<file path="src/rtl/smp_pack_pkg.sv">
package smp_pack_pkg;

   localparam int unsigned CH_W = 32;

   typedef enum logic [1:0] {
      MODE_ILV  = 2'd0,
      MODE_PACK = 2'd1,
      MODE_MONO = 2'd2,
      MODE_NONE = 2'd3
   } wmode_e;

   typedef enum logic [1:0] {
      W16 = 2'd0,
      W20 = 2'd1,
      W24 = 2'd2,
      W32 = 2'd3
   } swidth_e;

   typedef struct packed {
      logic [CH_W-1:0] left;
      logic [CH_W-1:0] right;
   } pair_t;

endpackage

</file>
<file path="src/rtl/smp_align.sv">
module smp_align
   import smp_pack_pkg::*;
#(
   parameter int unsigned DW = 32
) (
   input  logic [DW-1:0] raw,
   input  swidth_e       wsel,
   output logic [DW-1:0] aligned
);
   if (DW != 32) begin : g_dw_check
      $error("smp_align: DW must be 32");
   end

   always_comb begin
      unique case (wsel)
         W16:     aligned = {raw[15:0], 16'h0000};
         W20:     aligned = {raw[19:0], 12'h000};
         W24:     aligned = {raw[23:0], 8'h00};
         default: aligned = raw;
      endcase
   end
endmodule

</file>
<file path="src/rtl/smp_wr_decode.sv">
module smp_wr_decode
   import smp_pack_pkg::*;
#(
   parameter int unsigned ADDR_W     = 4,
   parameter int unsigned ADDR_LEFT  = 0,
   parameter int unsigned ADDR_RIGHT = 1
) (
   input  logic              wr_en,
   input  logic [ADDR_W-1:0] wr_addr,
   input  wmode_e            mode,
   input  logic              full,
   output logic              store_left,
   output logic              push,
   output logic              busy
);
   localparam logic [ADDR_W-1:0] A_L = ADDR_W'(ADDR_LEFT);
   localparam logic [ADDR_W-1:0] A_R = ADDR_W'(ADDR_RIGHT);

   logic hit_l, hit_r, hit_w, hit_any;

   always_comb begin
      hit_l   = wr_en && (mode == MODE_ILV) && (wr_addr == A_L);
      hit_r   = wr_en && (mode == MODE_ILV) && (wr_addr == A_R);
      hit_w   = wr_en && ((mode == MODE_PACK) || (mode == MODE_MONO))
                && (wr_addr == A_L);
      hit_any = hit_l || hit_r || hit_w;
      busy       = hit_any && full;
      store_left = hit_l && !full;
      push       = (hit_r || hit_w) && !full;
   end
endmodule

</file>
<file path="src/rtl/smp_left_hold.sv">
module smp_left_hold #(
   parameter int unsigned DW = 32
) (
   input  logic          clk,
   input  logic          rst_n,
   input  logic          load,
   input  logic [DW-1:0] d,
   output logic [DW-1:0] q
);
   always_ff @(posedge clk or negedge rst_n) begin
      if (!rst_n)    q <= '0;
      else if (load) q <= d;
   end
endmodule

</file>
<file path="src/rtl/smp_pair_packer.sv">
module smp_pair_packer
   import smp_pack_pkg::*;
#(
   parameter int unsigned ADDR_W     = 4,
   parameter int unsigned ADDR_LEFT  = 0,
   parameter int unsigned ADDR_RIGHT = 1
) (
   input  logic              clk,
   input  logic              rst_n,
   input  logic [1:0]        mode_sel,
   input  logic [1:0]        width_sel,
   input  logic              wr_en,
   input  logic [ADDR_W-1:0] wr_addr,
   input  logic [31:0]       wr_data,
   output logic              wr_busy,
   input  logic              q_full,
   output logic              q_push,
   output logic [31:0]       q_left,
   output logic [31:0]       q_right
);
   localparam int unsigned HALF = CH_W / 2;

   if (ADDR_LEFT == ADDR_RIGHT) begin : g_addr_same
      $error("smp_pair_packer: ADDR_LEFT and ADDR_RIGHT must differ");
   end
   if ((ADDR_LEFT >> ADDR_W) != 0 || (ADDR_RIGHT >> ADDR_W) != 0) begin : g_addr_fit
      $error("smp_pair_packer: addresses do not fit ADDR_W");
   end

   wmode_e          mode;
   swidth_e         wsel;
   logic [CH_W-1:0] smp_al;
   logic [CH_W-1:0] held_l;
   logic            store_l;
   pair_t           entry;

   assign mode = wmode_e'(mode_sel);
   assign wsel = swidth_e'(width_sel);

   smp_align #(.DW(CH_W)) u_align (
      .raw     (wr_data),
      .wsel    (wsel),
      .aligned (smp_al)
   );

   smp_wr_decode #(
      .ADDR_W     (ADDR_W),
      .ADDR_LEFT  (ADDR_LEFT),
      .ADDR_RIGHT (ADDR_RIGHT)
   ) u_dec (
      .wr_en      (wr_en),
      .wr_addr    (wr_addr),
      .mode       (mode),
      .full       (q_full),
      .store_left (store_l),
      .push       (q_push),
      .busy       (wr_busy)
   );

   smp_left_hold #(.DW(CH_W)) u_hold (
      .clk   (clk),
      .rst_n (rst_n),
      .load  (store_l),
      .d     (smp_al),
      .q     (held_l)
   );

   always_comb begin
      unique case (mode)
         MODE_ILV: begin
            entry.left  = held_l;
            entry.right = smp_al;
         end
         MODE_PACK: begin
            entry.left  = {wr_data[CH_W-1:HALF], {HALF{1'b0}}};
            entry.right = {wr_data[HALF-1:0],    {HALF{1'b0}}};
         end
         default: begin
            entry.left  = smp_al;
            entry.right = smp_al;
         end
      endcase
   end

   assign q_left  = entry.left;
   assign q_right = entry.right;
endmodule

</file>
<file path="config.mk">
export PLATFORM = sky130hd
export DESIGN_NAME = smp_pair_packer
export DESIGN_NICKNAME = d
export VERILOG_FILES = /design/src/rtl/smp_pack_pkg.sv /design/src/rtl/smp_align.sv /design/src/rtl/smp_wr_decode.sv /design/src/rtl/smp_left_hold.sv /design/src/rtl/smp_pair_packer.sv
export SDC_FILE = /design/constraint.sdc
export NUM_CORES = 1
export LEC_CHECK = 0
export BUFFER_PORTS_ARGS = -buffer_cell sky130_fd_sc_hd__clkbuf_2
export CORE_AREA = 2 2 70 98
export CTS_CLUSTER_DIAMETER = 120
export CTS_CLUSTER_SIZE = 20
export DETAILED_ROUTE_END_ITERATION = 8
export DIE_AREA = 0 0 72 100
export PLACE_DENSITY = 0.79
export SLEW_MARGIN = 20
export SYNTH_ARGS = -nofsm -noshare
export SYNTH_HDL_FRONTEND = slang
export SYNTH_SLANG_ARGS = --single-unit
</file>
<file path="constraint.sdc">
create_clock -name clk -period 1.15 [get_ports clk]
set_input_delay 0.0575 -clock clk [delete_from_list [all_inputs] [get_ports clk]]
set_output_delay 0.0575 -clock clk [all_outputs]
set_load 0.02 [all_outputs]
</file>
==> impl_metrics.env, run 1 <==
export IMPL_worst_pin_slew_ns=0.451
export IMPL_design_core_area_um2=6440
export IMPL_max_flop_register="u_hold.q"
export IMPL_clock_root_buffer="sky130_fd_sc_hd__clkbuf_8"
export IMPL_die_area_um2=7200
export IMPL_detail_route_wirelength_um=11500
export IMPL_synth_sequential_area_ratio_pct=29.5
export IMPL_max_freq_ghz=0.724
export IMPL_cts_buffers_inserted=5
export IMPL_slew_headroom_pct=69.9
export IMPL_worstSetupEndpoint="q_right[20]"
export IMPL_worstSetupPathType="in2out"
export IMPL_timing_critical_path_from_type="primary input"
export IMPL_min_period_over_period_pct=120
export IMPL_area_growth_synth_to_final_pct=76.9
export IMPL_violations="setup timing"
export IMPL_synth_area_top_cells="sky130_fd_sc_hd__dfrtp_1 30%, sky130_fd_sc_hd__a22o_1 10%, sky130_fd_sc_hd__mux4_2 10%"
export IMPL_layout_top_registers="u_hold.q (32)"
export IMPL_via_per_inst=6.37
export IMPL_yosys_register_bits=32
export IMPL_layout_drive_gt1_share_pct=72.4
export IMPL_final_cell_count_without_fillers=476
export IMPL_timing_max_transition_violations_final=0
export IMPL_yosysWarningCount=0
export IMPL_firstDrtPassIters=4
export IMPL_place_detailed_hpwl_um=6480
export IMPL_cp_end_kind="output port"
export IMPL_syn_nets=298
export IMPL_detailroute_via_count=3030
export IMPL_critPathMaxFanout=10
export IMPL_hold_path_class="in2reg"
export IMPL_register_area_um2=801
export IMPL_worst_ep_arrival_time_ns=1.32
export IMPL_die_width_um=72
export IMPL_layout_min_cycle_time_ns=1.38
export IMPL_pre_cts_slack_ns=-0.334
export IMPL_maximum_number_of_pins_on_one_net_before_global_route_repair=33
export IMPL_core_rowCount=35
export IMPL_grt_antenna_before_repair=0
export IMPL_clkSinkCount=32
export IMPL_rsz0062_at_grt="true"
export IMPL_layout_commonest_cell="sky130_fd_sc_hd__clkbuf_2"
export IMPL_cts_htree_levels=2
export IMPL_place_area_um2=3730
export IMPL_synth_distinct_cells=30
export IMPL_multi_input_gate_area_um2=2110
export IMPL_cpMaxStageDelayCell="sky130_fd_sc_hd__mux4_2"
export IMPL_post_synth_top_area_fraction_pct=29.5
export IMPL_grt_pass1_wl_um=16600
export IMPL_antenna_violating_nets_left=0
export IMPL_average_size_of_a_mapped_cell_um2=10.8
export IMPL_slowest_delay_ns=0.57
export IMPL_gr_total_overflow=0
export IMPL_placed_cells_incl_taps=448
export IMPL_worstRegToRegCells=2
export IMPL_die_h_um=100
export IMPL_largest_buffer_count_on_any_clock_path=2
export IMPL_regToRegStartpoint="u_hold.q[31]"
export IMPL_clock_latency_ns=0.31
export IMPL_postLayoutSetupSlackWorst_ns=-0.231
export IMPL_report_power_total_uw=4490
export IMPL_initial_core_util_pct=42.1
export IMPL_n_fill_cell=381
export IMPL_global_route_usage_total_pct=30.3
export IMPL_final_nets=447
export IMPL_grt_pass1_vias=2981
export IMPL_cp_startpoint="width_sel[0]"
export IMPL_maxCapViolations=0
export IMPL_post_synth_top_area_cell="sky130_fd_sc_hd__dfrtp_1"
export IMPL_final_design_area_no_fill_um2=4800
export IMPL_num_antenna_cells=0
export IMPL_worst_setup_hold_path_clk_slew_ns=0.08
export IMPL_tritoncts_clock_tree="built"
export IMPL_report_final_setup_viol=82
export IMPL_drt_iter0_markers=313
export IMPL_vdd_drop_max_mv=0.730
export IMPL_buffer_ports_inserted=109
export IMPL_critPathRequiredTime_ns=1.09
export IMPL_result_of_the_run="finished, violations left"
export IMPL_drt_wirelength_per_cell_um=24.1
export IMPL_post_synth_instance_area_um2=2710
export IMPL_gate_count_after_technology_mapping=252
export IMPL_crit_reg2reg_capture="u_hold.q[31]"
export IMPL_finalHoldViolations=0
export IMPL_power_static_leakage_uw=0.00239
export IMPL_largest_reg_flops=32
export IMPL_routabilityCongestion=0.888
export IMPL_path_cells="clkbuf_16 -> buf_16 -> mux4_2 -> a22o_1 -> buf_2"
export IMPL_pin_count=110
export IMPL_drcViolationCount=0
export IMPL_layout_common_cells="51 x sky130_fd_sc_hd__clkbuf_2, 36 x sky130_fd_sc_hd__buf_4, 33 x sky130_fd_sc_hd__mux2_4, 32 x sky130_fd_sc_hd__dfrtp_1, 27 x sky130_fd_sc_hd__nand2_1"
export IMPL_power_per_unit_of_standard_cell_area_nw_per_um2=935
export IMPL_timing_reg2reg_setup_slack_ns=0.23
export IMPL_fin_skew_ns=0
## metrics by stage
stage	setup TNS [ns]	utilization, %	hold WS [ns]
6_report	-6.26	74.5	0.276
5_1_grt	-8.00	74.5	0.297
4_1_cts	-6.12	70.0	0.281
3_5_place_dp	-21.63	58.0	0.112
3_3_place_gp	-19.72	58.0	0.107
2_1_floorplan	-2.75	-	-0.238
## worst min-delay path by stage
stage                           start            to  slack [ns]  cells past startpoint
after CTS                 wr_data[26]  u_hold.q[26]        0.28                      3
after floorplan                 rst_n   u_hold.q[0]       -0.24                      0
final                     wr_data[24]  u_hold.q[24]        0.28                      3
after detailed placement        rst_n   u_hold.q[9]        0.11                      2
after global placement          rst_n   u_hold.q[9]        0.11                      2
after global routing      wr_data[26]  u_hold.q[26]        0.30                      3
## power breakdown
part,internal (uW),total (uW),switching [uW]
sequential,1210,1270,62.8
combinational,1060,2040,986
clock,642,1170,528
total,2910,4490,1580
## cell type report
class / instances / area share [%]
multi-input cells: 188 / 43.9
repair buffers: 167 / 34.4
flip-flops and latches: 32 / 16.7
well taps: 74 / 1.93
clock buffers: 5 / 1.43
clock inverters: 3 / 0.887
inverters: 7 / 0.704
## synthesized netlist by cell type
library cell and n:
sky130_fd_sc_hd__buf_1 4, sky130_fd_sc_hd__a22oi_1 16, sky130_fd_sc_hd__mux4_1 4, sky130_fd_sc_hd__a22o_1 32, sky130_fd_sc_hd__and3_1 10, sky130_fd_sc_hd__nor3b_1 1, sky130_fd_sc_hd__nor2b_1 2, sky130_fd_sc_hd__ha_1 2
sky130_fd_sc_hd__mux2i_1 5, sky130_fd_sc_hd__buf_4 1, sky130_fd_sc_hd__nand2_1 41, sky130_fd_sc_hd__o21ai_0 4, sky130_fd_sc_hd__nand2b_1 1, sky130_fd_sc_hd__nor2_1 6, sky130_fd_sc_hd__a21oi_1 1, sky130_fd_sc_hd__dfrtp_1 32
sky130_fd_sc_hd__mux2_2 16, sky130_fd_sc_hd__buf_2 2, sky130_fd_sc_hd__mux2_1 8, sky130_fd_sc_hd__or2_2 1, sky130_fd_sc_hd__nor4b_4 1, sky130_fd_sc_hd__buf_8 1, sky130_fd_sc_hd__mux2_4 12, sky130_fd_sc_hd__inv_1 7
sky130_fd_sc_hd__clkbuf_1 12, sky130_fd_sc_hd__mux4_2 12, sky130_fd_sc_hd__and4bb_1 1, sky130_fd_sc_hd__and2_1 12, sky130_fd_sc_hd__buf_6 2, sky130_fd_sc_hd__buf_12 3
## worst max-delay path, delay by kind of cell
kind	cells	cell delay [ns]
multiplexers	1	0.57
buffers and inverters	3	0.44
AO/OA/AOI/OAI	1	0.24
## kinds of logic after synthesis
| kind of cell | after synthesis | synth area share (%) |
|---|---|---|
| compound gates | 53 | 15.7 |
| mux | 57 | 32.3 |
| buf+inv | 32 | 7.43 |
| fa+ha+maj | 2 | 0.923 |
| simple gates | 76 | 14.1 |
| flops | 32 | 29.5 |
## routing by layer
metal | vias up | global-route usage, % | wire (um) | share of wire, %
met5 | - | 0 | 0 | 0
met4 | 0 | 14.9 | 670 | 5.8
met3 | 54 | 4.92 | 768 | 6.7
met2 | 201 | 51.1 | 5880 | 51
met1 | 1539 | 37.3 | 4140 | 36
li1 | 1236 | - | - | -
## what timing repair did
action	CTS	global route
endpoints found under the hold margin	32	0
endpoints found under the setup margin	73	86
setup buffers	7	5
gates cloned	6	1
gates resized for setup	111	104
hold buffers	1	0
pin swaps	24	22
No activity file was read; power rests on OpenSTA's default activity.
==> run 2: changes to the inputs <==
--- a/config.mk
+++ b/config.mk
@@ -6,13 +6,13 @@
 export NUM_CORES = 1
 export LEC_CHECK = 0
 export BUFFER_PORTS_ARGS = -buffer_cell sky130_fd_sc_hd__clkbuf_2
-export CORE_AREA = 2 2 70 98
+export CORE_AREA = 2 2 72 101
 export CTS_CLUSTER_DIAMETER = 120
-export CTS_CLUSTER_SIZE = 20
 export DETAILED_ROUTE_END_ITERATION = 8
-export DIE_AREA = 0 0 72 100
+export DIE_AREA = 0 0 74 103
 export PLACE_DENSITY = 0.79
 export SLEW_MARGIN = 20
 export SYNTH_ARGS = -nofsm -noshare
 export SYNTH_HDL_FRONTEND = slang
+export SYNTH_HIERARCHICAL = 1
 export SYNTH_SLANG_ARGS = --single-unit
==> run 2 against run 1 <==
Compared with the run above:
- the flow still finishes with violations (setup timing)
- final area shrank 1.6%
- total power shrank 4.1%
- critical path depth grew 1
- worst setup slack lost 0.056 ns
- largest cell class unchanged
- largest power group unchanged
==> impl_metrics.env, run 2 <==
export IMPL_largest_buffer_count_on_any_clock_path=2
export IMPL_average_size_of_a_mapped_cell_um2=12.4
export IMPL_design_core_area_um2=6800
export IMPL_pre_cts_slack_ns=-0.566
export IMPL_report_power_total_uw=4300
export IMPL_regToRegStartpoint="u_hold/q[31]"
export IMPL_die_h_um=103
export IMPL_core_rowCount=36
export IMPL_worstHoldEndpoint="u_hold/q[19]"
export IMPL_finalHoldViolations=0
export IMPL_layout_common_cells="54 x sky130_fd_sc_hd__clkbuf_2, 52 x sky130_fd_sc_hd__mux2_4, 51 x sky130_fd_sc_hd__buf_4, 33 x sky130_fd_sc_hd__buf_6, 32 x sky130_fd_sc_hd__dfrtp_1"
export IMPL_final_cell_count_without_fillers=493
export IMPL_hold_path_cell_count=3
export IMPL_critPathMaxFanout=16
export IMPL_grt_pass1_vias=2733
export IMPL_post_synth_top_area_fraction_pct=27.2
export IMPL_maxCapViolations=0
export IMPL_worst_setup_hold_path_clk_slew_ns=0.07
export IMPL_result_of_the_run="finished, violations left"
export IMPL_drcViolationCount=0
export IMPL_synth_area_top_cells="sky130_fd_sc_hd__dfrtp_1 27%, sky130_fd_sc_hd__mux2_4 22%, sky130_fd_sc_hd__mux4_2 9.9%"
export IMPL_slew_headroom_pct=71.6
export IMPL_die_area_um2=7620
export IMPL_power_per_unit_of_standard_cell_area_nw_per_um2=912
export IMPL_detail_route_wirelength_um=10900
export IMPL_timing_critical_path_from_type="primary input"
export IMPL_num_antenna_cells=0
export IMPL_layout_min_cycle_time_ns=1.44
export IMPL_max_freq_ghz=0.696
export IMPL_drt_wirelength_per_cell_um=22.1
export IMPL_gr_total_overflow=0
export IMPL_hold_path_class="in2reg"
export IMPL_min_period_over_period_pct=125
export IMPL_hold_start="wr_data[3]"
export IMPL_layout_core_utilization_pct=69.4
export IMPL_timing_reg2reg_setup_slack_ns=0.25
export IMPL_synth_distinct_cells=26
export IMPL_firstDrtPassIters=4
export IMPL_clkSinkCount=32
export IMPL_largest_reg_flops=32
export IMPL_die_width_um=74
export IMPL_worst_ep_arrival_time_ns=1.61
export IMPL_via_per_inst=5.81
export IMPL_buffer_ports_inserted=109
export IMPL_layout_commonest_cell="sky130_fd_sc_hd__clkbuf_2"
export IMPL_power_static_leakage_uw=0.00239
export IMPL_fin_skew_ns=0
export IMPL_place_detailed_hpwl_um=5790
export IMPL_critPathRequiredTime_ns=1.33
export IMPL_cts_htree_levels=2
export IMPL_syn_nets=282
export IMPL_maximum_number_of_pins_on_one_net_before_global_route_repair=33
export IMPL_routabilityCongestion=0.868
export IMPL_antenna_violating_nets_left=0
export IMPL_global_route_usage_total_pct=23.7
export IMPL_area_growth_synth_to_final_pct=60.1
export IMPL_vdd_drop_max_mv=0.554
export IMPL_initial_core_util_pct=43.3
export IMPL_clock_latency_ns=0.29
export IMPL_synth_sequential_area_ratio_pct=27.2
export IMPL_placed_cells_incl_taps=451
export IMPL_worst_pin_slew_ns=0.426
export IMPL_rsz0062_at_grt="true"
export IMPL_postLayoutSetupSlackWorst_ns=-0.287
export IMPL_timing_max_transition_violations_final=0
export IMPL_final_nets=442
export IMPL_synth_most_common_cell="sky130_fd_sc_hd__mux2_4"
export IMPL_yosys_register_bits=32
export IMPL_post_synth_top_area_cell="sky130_fd_sc_hd__dfrtp_1"
export IMPL_grt_pass1_wl_um=13700
export IMPL_pin_count=110
export IMPL_report_final_setup_viol=76
export IMPL_yosysWarningCount=6
export IMPL_detailroute_via_count=2863
export IMPL_synth_edff_count=0
export IMPL_cts_buffers_inserted=5
export IMPL_tritoncts_clock_tree="built"
export IMPL_layout_drive_gt1_share_pct=71.1
export IMPL_drt_iter0_markers=169
export IMPL_violations="setup timing"
export IMPL_gate_count_after_technology_mapping=237
export IMPL_max_flop_register="u_hold/q"
export IMPL_worstRegToRegCells=2
export IMPL_post_synth_instance_area_um2=2950
export IMPL_crit_reg2reg_capture="u_hold/q[31]"
export IMPL_cp_end_kind="flip-flop"
export IMPL_grt_antenna_before_repair=0
export IMPL_fraction_of_registers_with_async_set_or_reset_after_synthesis_pct=100
export IMPL_clock_root_buffer="sky130_fd_sc_hd__clkbuf_8"
export IMPL_synthFlopType="sky130_fd_sc_hd__dfrtp_1"
export IMPL_worstSetupPathType="in2reg"
export IMPL_layout_top_registers="u_hold/q (32)"
export IMPL_ys_top_cells_by_count="43 x sky130_fd_sc_hd__mux2_4, 32 x sky130_fd_sc_hd__dfrtp_1, 20 x sky130_fd_sc_hd__a22o_1, 20 x sky130_fd_sc_hd__mux2i_1, 17 x sky130_fd_sc_hd__nand2_1"
-- run 2: timing repair --
| action | 4_1_cts | 5_1_grt |
|---|---|---|
| hold endpoints to repair | 32 | 0 |
| pin swaps | 21 | 7 |
| buffers inserted | 16 | 10 |
| endpoints found under the setup margin | 98 | 88 |
| gates resized for setup | 84 | 121 |
| cloned | 6 | 3 |
| hold buffers | 1 | 0 |
-- run 2: area by class of cell --
| class | count | area, um2 |
|---|---|---|
| Multi-Input combinational cell | 178 | 2040 |
| Inverter | 4 | 15.0 |
| Fill cell | 446 | 2080 |
| Tap cell | 95 | 119 |
| Clock inverter | 2 | 35.0 |
| Sequential cell | 32 | 801 |
| Timing Repair Buffer | 176 | 1640 |
| Clock buffer | 6 | 72.6 |
-- run 2: per-stage QoR --
| step | hold slack, ns | instance area [um2] | TNS, ns |
|---|---|---|---|
| after floorplan | -0.238 | 2980 | -10.85 |
| after global placement | 0.100 | 3710 | -28.94 |
| after detailed placement | 0.108 | 3710 | -31.26 |
| after CTS | 0.288 | 4390 | -13.21 |
| after global routing | 0.300 | 4720 | -16.95 |
| final | 0.300 | 4720 | -14.93 |
-- run 2: routing by layer --
metal	vias up	part of all wire, %	global-route usage [%]
met4	0	4.1	10.1
met5	-	0	0
li1	1213	-	-
met3	38	7.4	4.01
met2	189	52	42.5
met1	1423	36	27.5
-- run 2: kinds of logic (layout without fill, tap and decap cells) --
family                     after synthesis  in the layout  share of synthesized area (%)
muxes                                   88             88                           44.7
and+or+nand+nor                         51             51                           9.93
AOI/OAI and AO/OA                       38             38                           9.51
DFF                                     32             32                           27.2
buffers and inverters                   27            188                           8.23
adders and majority gates                1              1                          0.424
-- run 2: report_power, final --
part	switching [uW]	internal (uW)	total (uW)	leakage, uW
combinational	892	1060	1950	0.00190
sequential	51.4	1200	1250	0.000439
clock	453	643	1100	0.0000552
-- run 2: worst max-delay path by stage --
stage	startpoint	to	depth (start not counted)
4_1_cts	wr_addr[1]	u_hold/q[31]	5
2_1_floorplan	wr_addr[1]	u_hold/q[0]	5
5_1_grt	wr_addr[2]	u_hold/q[15]	6
6_report	wr_addr[2]	u_hold/q[27]	6
3_5_place_dp	wr_addr[1]	u_hold/q[31]	5
3_3_place_gp	wr_addr[1]	u_hold/q[31]	5
-- run 2: worst max-delay path, cell delays in order --
cell	delay, ns
sky130_fd_sc_hd__clkbuf_2	0.08
sky130_fd_sc_hd__or4b_4	0.55
sky130_fd_sc_hd__nor4_4	0.24
sky130_fd_sc_hd__buf_6	0.17
sky130_fd_sc_hd__buf_12	0.19
sky130_fd_sc_hd__mux2_4	0.32
